<file path="src/rtl/twi_mem_pkg.sv">
package twi_mem_pkg;
  typedef enum logic [2:0] {
    ST_IDLE, ST_DEV, ST_AHI, ST_ALO, ST_WDAT, ST_RDAT
  } twi_st_e;

  localparam logic [3:0] DEV_TAG  = 4'b1010;
  localparam logic [3:0] ACK_SLOT = 4'd8;
  localparam logic [3:0] LAST_BIT = 4'd7;
endpackage

</file>
<file path="src/rtl/twi_line_sync.sv">
module twi_line_sync (
  input  logic clk,
  input  logic rst_n,
  input  logic scl_i,
  input  logic sda_i,
  output logic scl_q,
  output logic sda_q,
  output logic scl_rise,
  output logic scl_fall,
  output logic start_evt,
  output logic stop_evt
);
  logic scl_m, scl_p, sda_m, sda_p;

  always_ff @(posedge clk or negedge rst_n) begin
    if (!rst_n) begin
      scl_m <= 1'b1; scl_q <= 1'b1; scl_p <= 1'b1;
      sda_m <= 1'b1; sda_q <= 1'b1; sda_p <= 1'b1;
    end else begin
      scl_m <= scl_i; scl_q <= scl_m; scl_p <= scl_q;
      sda_m <= sda_i; sda_q <= sda_m; sda_p <= sda_q;
    end
  end

  assign scl_rise  = scl_q & ~scl_p;
  assign scl_fall  = ~scl_q & scl_p;
  assign start_evt = scl_q & scl_p & sda_p & ~sda_q;
  assign stop_evt  = scl_q & scl_p & ~sda_p & sda_q;
endmodule

</file>
<file path="src/rtl/twi_addr_ctr.sv">
module twi_addr_ctr #(
  parameter int ADDR_W = 15,
  parameter int PAGE_W = 6
) (
  input  logic              clk,
  input  logic              rst_n,
  input  logic              load,
  input  logic [ADDR_W-1:0] load_val,
  input  logic              inc_rd,
  input  logic              inc_wr,
  output logic [ADDR_W-1:0] ptr
);
  function automatic logic [ADDR_W-1:0] next_rd(input logic [ADDR_W-1:0] p);
    return p + 1'b1;
  endfunction

  function automatic logic [ADDR_W-1:0] next_wr(input logic [ADDR_W-1:0] p);
    logic [PAGE_W-1:0] low;
    low = p[PAGE_W-1:0] + 1'b1;
    return {p[ADDR_W-1:PAGE_W], low};
  endfunction

  always_ff @(posedge clk or negedge rst_n) begin
    if (!rst_n)      ptr <= '0;
    else if (load)   ptr <= load_val;
    else if (inc_wr) ptr <= next_wr(ptr);
    else if (inc_rd) ptr <= next_rd(ptr);
  end
endmodule

</file>
<file path="src/rtl/twi_mem_target.sv">
module twi_mem_target
  import twi_mem_pkg::*;
#(
  parameter int ADDR_W  = 15,
  parameter int PAGE_W  = 6,
  parameter int STRAP_W = 2
) (
  input  logic               clk,
  input  logic               rst_n,
  input  logic               scl_i,
  input  logic               sda_i,
  input  logic [STRAP_W-1:0] strap_i,
  input  logic               busy_i,
  output logic               sda_oe,
  output logic [ADDR_W-1:0]  rd_addr,
  input  logic [7:0]         rd_data,
  output logic               wr_valid,
  output logic [ADDR_W-1:0]  wr_addr,
  output logic [7:0]         wr_data,
  output logic               wr_commit
);
  localparam int HI_W = ADDR_W - 8;

  function automatic logic dev_match(input logic [7:0] b, input logic [STRAP_W-1:0] s);
    return (b[7:4] == DEV_TAG) && (b[3:1] == 3'(s));
  endfunction

  logic scl_q, sda_q, scl_rise, scl_fall, start_evt, stop_evt;
  twi_st_e st;
  logic [3:0] bit_cnt;
  logic [7:0] rx, tx, byte_in;
  logic ack_q, rw_q, wseen;
  logic [HI_W-1:0] hi_q;
  logic [ADDR_W-1:0] ptr;
  logic byte_end, ptr_load, ptr_inc_rd, ptr_inc_wr;

  twi_line_sync u_sync (
    .clk(clk), .rst_n(rst_n), .scl_i(scl_i), .sda_i(sda_i),
    .scl_q(scl_q), .sda_q(sda_q), .scl_rise(scl_rise), .scl_fall(scl_fall),
    .start_evt(start_evt), .stop_evt(stop_evt)
  );

  assign byte_in    = {rx[6:0], sda_q};
  assign byte_end   = scl_rise && (bit_cnt == LAST_BIT) && (st != ST_IDLE)
                      && !start_evt && !stop_evt;
  assign ptr_load   = byte_end && (st == ST_ALO);
  assign ptr_inc_wr = byte_end && (st == ST_WDAT);
  assign ptr_inc_rd = byte_end && (st == ST_RDAT);

  twi_addr_ctr #(.ADDR_W(ADDR_W), .PAGE_W(PAGE_W)) u_ptr (
    .clk(clk), .rst_n(rst_n), .load(ptr_load), .load_val({hi_q, byte_in}),
    .inc_rd(ptr_inc_rd), .inc_wr(ptr_inc_wr), .ptr(ptr)
  );

  assign rd_addr = ptr;

  always_ff @(posedge clk or negedge rst_n) begin
    if (!rst_n) begin
      st <= ST_IDLE; bit_cnt <= '0; rx <= '0; tx <= '0;
      ack_q <= 1'b0; rw_q <= 1'b0; hi_q <= '0; wseen <= 1'b0;
      sda_oe <= 1'b0; wr_valid <= 1'b0; wr_addr <= '0; wr_data <= '0;
      wr_commit <= 1'b0;
    end else begin
      wr_valid  <= 1'b0;
      wr_commit <= 1'b0;
      if (start_evt) begin
        st <= ST_DEV; bit_cnt <= '0; sda_oe <= 1'b0; ack_q <= 1'b0; wseen <= 1'b0;
      end else if (stop_evt) begin
        st <= ST_IDLE; bit_cnt <= '0; sda_oe <= 1'b0;
        wr_commit <= wseen; wseen <= 1'b0;
      end else if (st != ST_IDLE) begin
        if (scl_rise) begin
          if (bit_cnt == ACK_SLOT) begin
            bit_cnt <= '0;
            case (st)
              ST_DEV:  st <= !ack_q ? ST_IDLE : (rw_q ? ST_RDAT : ST_AHI);
              ST_AHI:  st <= ST_ALO;
              ST_ALO:  st <= ST_WDAT;
              ST_RDAT: st <= sda_q ? ST_IDLE : ST_RDAT;
              default: st <= st;
            endcase
          end else begin
            bit_cnt <= bit_cnt + 1'b1;
            rx      <= byte_in;
            if (bit_cnt == LAST_BIT) begin
              case (st)
                ST_DEV: begin
                  ack_q <= dev_match(byte_in, strap_i) && !busy_i;
                  rw_q  <= byte_in[0];
                end
                ST_AHI: begin ack_q <= 1'b1; hi_q <= byte_in[HI_W-1:0]; end
                ST_ALO: ack_q <= 1'b1;
                ST_WDAT: begin
                  ack_q <= 1'b1; wr_valid <= 1'b1; wr_addr <= ptr;
                  wr_data <= byte_in; wseen <= 1'b1;
                end
                default: ack_q <= 1'b0;
              endcase
            end
          end
        end else if (scl_fall) begin
          if (bit_cnt == ACK_SLOT) begin
            sda_oe <= ack_q && (st != ST_RDAT);
          end else if (st == ST_RDAT) begin
            if (bit_cnt == '0) begin
              tx     <= {rd_data[6:0], 1'b0};
              sda_oe <= ~rd_data[7];
            end else begin
              tx     <= {tx[6:0], 1'b0};
              sda_oe <= ~tx[7];
            end
          end else begin
            sda_oe <= 1'b0;
          end
        end
      end
    end
  end
endmodule

</file>
<file path="config.mk">
export PLATFORM = sky130hd
export DESIGN_NAME = twi_mem_target
export DESIGN_NICKNAME = d
export VERILOG_FILES = /design/src/rtl/twi_mem_pkg.sv /design/src/rtl/twi_line_sync.sv /design/src/rtl/twi_addr_ctr.sv /design/src/rtl/twi_mem_target.sv
export SDC_FILE = /design/constraint.sdc
export NUM_CORES = 1
export LEC_CHECK = 0
export CAP_MARGIN = 40
export CELL_PAD_IN_SITES_DETAIL_PLACEMENT = 0
export CELL_PAD_IN_SITES_GLOBAL_PLACEMENT = 2
export CORE_UTILIZATION = 36
export CTS_CLUSTER_DIAMETER = 50
export DETAILED_ROUTE_END_ITERATION = 10
export GPL_TIMING_DRIVEN = 1
export PLACE_DENSITY_LB_ADDON = 0.1
export SETUP_SLACK_MARGIN = 0.5
export SKIP_LAST_GASP = 1
export SLEW_MARGIN = 20
export SYNTH_ARGS = -nofsm -noshare
export SYNTH_HDL_FRONTEND = slang
export SYNTH_HIERARCHICAL = 1
export SYNTH_SLANG_ARGS = --single-unit
</file>
<file path="constraint.sdc">
create_clock -name clk -period 3.3 [get_ports clk]
set_input_delay 0.495 -clock clk [delete_from_list [all_inputs] [get_ports clk]]
set_output_delay 0.495 -clock clk [all_outputs]
set_load 0.02 [all_outputs]
</file>
==> results.yml, run 1 <==
power:
  peakVddDrop_uv: 239
  p_leak_nw: 2.12
  p_per_area_mw_per_mm2: 569
drt:
  postRouteAntennaNets: 0
  drc: 0
  vias: 2767
  wl_per_cell_um: 16.6
  firstDrtPassIters: 4
  drt_iter0_markers: 167
  viasPerCell: 5.28
  wl_mm: 8.70
placement:
  io_buffers: 55
  gp_congestion: 0.762
  post-place-cells: 507
  hpwlAfterDp_mm: 5.83
cts:
  clkTransAtPathRegs_ns: 0.09
  cts_tree: "yes"
  htree_levels: 3
  ctsLongestPathBuffers: 2
  cts_buffers: 9
  ctsHoldBuffers: 0
  cts_sinks: 78
  insertion_delay_ns: 0.35
  cts-root-buf: "clkbuf_8"
finish:
  layout.nets: 404
  fin_cells: 524
  final_util_pct: 47.4
  layout-drive-gt1-share_pct: 20.7
  syn_to_final_growth_pct: 25.2
  antenna_cells: 0
timing:
  final_max_slew_viol_count: 0
  fin_crit_ns: 2.58
  setup_viol: 0
  tns_ns: 0
  clock_skew_ns: 0.00997
  timing.fmax_mhz: 387
  hold_violations: 0
  relSlewSlack_pct: 57.7
  period_share_pct: 78.2
  rsz0062_at_grt: "false"
  worst_pin_slew_ns: 0.631
global_routing:
  met2_usage_pct: 23.2
  overflow: 0
  grtUsageMet3_pct: 3.32
  grt_busiest_layer: "met1"
  grt_max_degree: 53
  grt_usage_pct: 16.9
  grt_pass1_vias: 2632
  antenna_found_initial: 0
  grt_pass1_wl_mm: 14.4
  grtUsageMet1_pct: 26.0
synth:
  synth_area_mm2: 0.00377
  synth_top_family_by_area: "simple AND/OR/NAND/NOR gates"
  synth-xor-area-share_pct: 1.16
  synth_mux_area_share_pct: 15.4
  synth.distinct_cells: 54
  avgSynthCellArea_um2: 11.5
  synth_warnings: 6
  synthArstFlopShare_pct: 100
  yosysSeqAreaShare_pct: 52.0
  synthSimpleGateAreaFrac_pct: 16.8
  synth_compound_area_share_pct: 9.76
  yosys_most_used_dff: "dfrtp_1"
  synthCells: 328
  synth-seq-cells: 78
  synth_edf_count: 0
  syn_nets: 346
  synth_fa_ha_area_share_pct: 0.996
floorplan:
  rows: 36
  dieArea_mm2: 0.0109
  fp.dieH_um: 104
  die_w_um: 104
  core-area_mm2: 0.00995
  pin_count: 56
  initial_core_util_pct: 37.9
setup_path:
  slowest_stage: "dfstp_2"
  path_buf_inv: 1
  cp.required_ns: 3.58
  cp_top_family: "simple AND/OR/NAND/NOR gates"
  worstSetupEndpointType: "flop"
  critPathKind: "reg -> reg"
  worstPathArrival_ns: 2.86
  critPathMaxFanout: 5
  reg2reg_to: "u_ptr/ptr[5]"
  path_cells: "and4b_1 -> nor2_2 -> nand3_2 -> or3_1 -> inv_1 -> o2111ai_1 -> or4_1 -> nand3_1"
  startpoint_type: "flop"
  reg2reg_depth: 8
  crit_path_start: "u_sync/sda_q"
  r2r_setup_slack_ns: 0.72
  r2r-start: "u_sync/sda_q"
  slowest_delay_ns: 0.57
run_status:
  status: "finished, final reports clean"
hold_path:
  worstHoldPathType: "in -> async"
flow_run:
  maxCapViolations: 0
-- stage by stage --
step                hold WS (ns)  worst slack, ns  instance area, um^2  power (mW)
finish                    0.0559            0.719                 4720        2.69
global route              0.0626            0.549                 4720        2.84
CTS                       0.0627            0.548                 4710        2.72
detailed placement         0.350            0.560                 4460        1.82
global placement           0.348            0.693                 4430        1.81
floorplan                  0.199            0.588                 3770        1.60
-- sequential cells by signal, summed over array words and instances (netlist names), 3 cells and up --
name and count:
u_ptr/ptr 15, wr_addr 15, wr_data 8, hi_q 7
rx 7, tx 7, bit_cnt 4, st 3
-- power breakdown --
group	internal [mW]	switching, mW	total, mW	leakage [nW]
Sequential	1.08	0.187	1.27	1.01
Clock	0.525	0.367	0.892	0.120
Combinational	0.263	0.262	0.526	0.985
Total	1.87	0.816	2.69	2.12
-- cells in the final DEF (no fill, tap or decap), types with 7 or more instances in the layout --
cell and instances:
nand3_1 8, mux2_4 17, nor2_1 13, buf_4 9
dfrtp_1 72, or4_1 8, a21oi_1 7, a31oi_1 7
o21ai_1 9, clkdlybuf4s50_1 54, clkbuf_8 10, nor2b_1 7
mux2i_1 9, inv_1 10, nand2_1 30, mux2_2 21
o21ai_0 9
-- worst register-to-register path: stages (launching register included) --
cell	delay (ns)
dfstp_2	0.57
and4b_1	0.26
nor2_2	0.19
nand3_2	0.16
or3_1	0.40
inv_1	0.12
o2111ai_1	0.21
or4_1	0.50
nand3_1	0.10
-- kinds of logic after synthesis --
family | after synthesis
AND/OR/NAND/NOR | 112
flip-flops | 78
AO/OA/AOI/OAI | 56
multiplexers | 47
buffers and inverters | 27
XOR/XNOR | 5
adder cells (fa/ha/maj) | 3
-- worst max path at each step --
stage / to / slack [ns] / cells past startpoint
floorplan: u_ptr/ptr[10] / 0.59 / 11
global placement: u_ptr/ptr[13] / 0.69 / 8
detailed placement: u_ptr/ptr[13] / 0.56 / 8
CTS: u_ptr/ptr[14] / 0.55 / 8
global route: u_ptr/ptr[5] / 0.55 / 8
finish: u_ptr/ptr[5] / 0.72 / 8
-- per-layer routing --
layer / part of all wire, % / routed length (um)
met3: 4.2 / 368
met1: 52 / 4520
met5: 0 / 0
met4: 0.93 / 81
met2: 43 / 3730
-- cell usage after synthesis, types with 2 or more instances --
library cell  count  area [um^2]
dfrtp_1          72         1800
nand2_1          30          113
mux2_2           21          236
mux2_4           17          255
nor2_1           15         56.3
inv_1            10         37.5
mux2i_1           9         90.1
o21ai_0           9         45.0
o21ai_1           9         45.0
nand3_1           8         40.0
or4_1             8         60.1
a21oi_1           7         35.0
a31oi_1           7         43.8
nor2b_1           7         43.8
clkbuf_1          6         22.5
dfstp_2           6          158
nand4_1           6         37.5
buf_2             5         25.0
nand2b_1          5         31.3
o211ai_1          5         37.5
o41ai_1           5         43.8
or3_1             5         31.3
nor3_1            4         20.0
or2_2             4         25.0
and3b_1           3         26.3
and4b_1           3         30.0
buf_6             3         33.8
ha_1              3         37.5
o31ai_1           3         22.5
xor2_1            3         26.3
buf_1             2         7.51
nand4b_1          2         17.5
nor3b_1           2         15.0
o22ai_1           2         12.5
o31a_1            2         17.5
xnor2_1           2         17.5
-- repair_timing --
item	in CTS	in global routing
setup endpoints to repair	0	8
gates resized for setup	0	2
setup buffers	0	1
-- layout make-up --
| type | count | area [um^2] |
|---|---|---|
| repair buffers | 64 | 636 |
| flip-flops and latches | 78 | 1960 |
| clock inverters | 5 | 106 |
| well taps | 133 | 166 |
| inverters | 10 | 37.5 |
| multi-input cells | 223 | 1670 |
| clock buffers | 11 | 141 |
| fillers | 926 | 5230 |
Note: power is estimated with default switching activity, not from simulation.
==> inputs of run 2 (changes only) <==
--- a/config.mk
+++ b/config.mk
@@ -8,7 +8,7 @@
 export CAP_MARGIN = 40
 export CELL_PAD_IN_SITES_DETAIL_PLACEMENT = 0
 export CELL_PAD_IN_SITES_GLOBAL_PLACEMENT = 2
-export CORE_UTILIZATION = 36
+export CORE_UTILIZATION = 32
 export CTS_CLUSTER_DIAMETER = 50
 export DETAILED_ROUTE_END_ITERATION = 10
 export GPL_TIMING_DRIVEN = 1
==> constraint.sdc (replaced) <==
create_clock -name clk -period 2.15 [get_ports clk]
set_input_delay 0.3225 -clock clk [delete_from_list [all_inputs] [get_ports clk]]
set_output_delay 0.3225 -clock clk [all_outputs]
set_load 0.02 [all_outputs]
==> results.yml, run 2 (synthesis gave the netlist of run 1 again) <==
timing:
  worst_pin_slew_ns: 0.452
  setup_viol: 32
  clock_skew_ns: 0.00715
  setup_ws_ns: -0.108
  hold_violations: 0
  rsz0062_at_grt: "true"
  period_share_pct: 105
  relSlewSlack_pct: 69.8
  timing.fmax_mhz: 443
  tns_ns: -1.35
  fin_crit_ns: 2.26
  final_max_slew_viol_count: 0
finish:
  final_util_pct: 47.4
  reg_top3: "u_ptr/ptr: 15 flops, wr_addr: 15 flops, wr_data: 8 flops"
  seqCellArea_mm2: 0.00196
  layout_common_cells: "71 x dfrtp_1, 37 x buf_4, 31 x clkdlybuf4s50_1"
  layout.nets: 454
  syn_to_final_growth_pct: 44.0
  fin_cells: 584
  antenna_cells: 0
  nFillCells: 1069
  layout_commonest_cell: "dfrtp_1"
  layout-drive-gt1-share_pct: 35.1
  multiInputGateArea_mm2: 0.00187
  design_area_mm2: 0.00543
drt:
  firstDrtPassIters: 4
  drc: 0
  drt_iter0_markers: 114
  wl_mm: 9.67
  vias: 2969
  viasPerCell: 5.08
  postRouteAntennaNets: 0
  wl_per_cell_um: 16.6
setup_path:
  r2r_setup_slack_ns: -0.11
  cp.required_ns: 2.40
  worstSetupEndpointType: "flop"
  reg2reg_to: "u_ptr/ptr[11]"
  startpoint_type: "flop"
  crit_path_start: "u_sync/scl_p"
  worstPathArrival_ns: 2.51
  critPathMaxFanout: 15
  cp-endpoint: "u_ptr/ptr[11]"
  critPathKind: "reg -> reg"
  r2r-start: "u_sync/scl_p"
  reg2reg_depth: 9
floorplan:
  dieArea_mm2: 0.0122
  rows: 39
  initial_core_util_pct: 32.9
  die_w_um: 111
  pin_count: 56
  fp.dieH_um: 111
  core-area_mm2: 0.0115
cts:
  cts_buffers: 9
  insertion_delay_ns: 0.34
  htree_levels: 3
  cts_tree: "yes"
  ctsLongestPathBuffers: 2
  clkTransAtPathRegs_ns: 0.06
  cts_sinks: 78
  cts-root-buf: "clkbuf_16"
placement:
  postPlaceCellArea_mm2: 0.00468
  gp_congestion: 0.762
  io_buffers: 55
  dp_slack_ns: -0.145
  hpwlAfterDp_mm: 6.24
  post-place-cells: 544
global_routing:
  grt_pass1_vias: 2972
  antenna_found_initial: 0
  grt_max_degree: 49
  overflow: 0
  grt_usage_pct: 16.4
  grt_pass1_wl_mm: 15.8
run_status:
  status: "complete, but fails checks"
  violations: "negative setup slack"
hold_path:
  worstHoldPathType: "reg -> reg"
power:
  p_leak_nw: 2.68
  p_seq_share_pct: 42.0
  p_sw_mw: 1.39
  p_comb_share_pct: 25.8
  p_per_area_mw_per_mm2: 835
  power.share.clock_pct: 32.1
  sw_frac_of_total_pct: 30.8
  peakVddDrop_uv: 394
  internal_power_mw: 3.14
flow_run:
  maxCapViolations: 0
run 2: cell types whose count changed in the layout (fill, tap and decap cells not counted), sizes merged:
cell,previous run,this run
clkbuf,11,13
clkinv,1,3
clkdlybuf4s50,54,31
dlymetal6s2s,0,9
or4,9,10
bufinv,3,0
clkinvlp,1,0
buf,10,58
dlygate4sd2,0,14
dlygate4sd3,0,1
run 2: area by class of cell:
class	instances	share of cell area (%)
Tap cell	143	3.29
Sequential cell	78	36.1
Inverter	10	0.737
Clock inverter	3	0.346
Clock buffer	13	4.98
Multi-Input combinational cell	224	34.4
Timing Repair Buffer	113	20.2
run 2: worst min path at each step:
stage                       from            to  cells past startpoint  slack, ns
floorplan                  rst_n         ack_q                      0       0.03
global placement           rst_n         st[0]                      1       0.31
detailed placement         rst_n         st[0]                      1       0.31
CTS                 u_sync/scl_m  u_sync/scl_q                      0       0.36
global route        u_sync/sda_m  u_sync/sda_q                      0       0.36
finish              u_sync/scl_m  u_sync/scl_q                      0       0.36
run 2: power by group through the flow:
stage / clock network (mW) / registers (mW) / logic [mW]
after detailed placement: 0 / 1.93 / 0.952
final: 1.46 / 1.91 / 1.17
after global routing: 1.57 / 1.94 / 1.28
after global placement: 0 / 1.93 / 0.955
after CTS: 1.52 / 1.91 / 1.11
after floorplan: 0 / 1.88 / 0.584
run 2: worst max-delay path: stages, from the launching register on:
cell and delay, ns:
dfstp_2 0.54, and4b_1 0.24, nor2_2 0.06, nand3_2 0.10, or3_4 0.15, inv_4 0.04, nand4b_1 0.18, buf_6 0.17
or4_1 0.52, o211ai_1 0.17
run 2: what timing repair did:
| action | CTS | global route |
|---|---|---|
| endpoints found under the setup margin | 84 | 81 |
| setup buffers | 11 | 11 |
| pin swaps | 8 | 19 |
| hold buffers | 1 | 0 |
| resized for setup | 44 | 34 |
| endpoints found under the hold margin | 30 | 0 |
| gates cloned | 1 | 0 |
run 2: per-stage QoR:
step,hold slack (ns),power (mW)
after floorplan,0.0269,2.46
after global placement,0.310,2.88
after detailed placement,0.310,2.88
after CTS,0.359,4.54
after global routing,0.363,4.79
final,0.356,4.53
run 2: per-layer routing:
metal / global-route usage [%] / share of wire (%) / vias up / wire (um)
li1: - / - / 1429 / -
met1: 23.5 / 51 / 1469 / 4950
met2: 24.3 / 45 / 62 / 4310
met3: 3.02 / 2.9 / 9 / 285
met4: 6.93 / 1.3 / 0 / 127
met5: 0 / 0 / - / 0
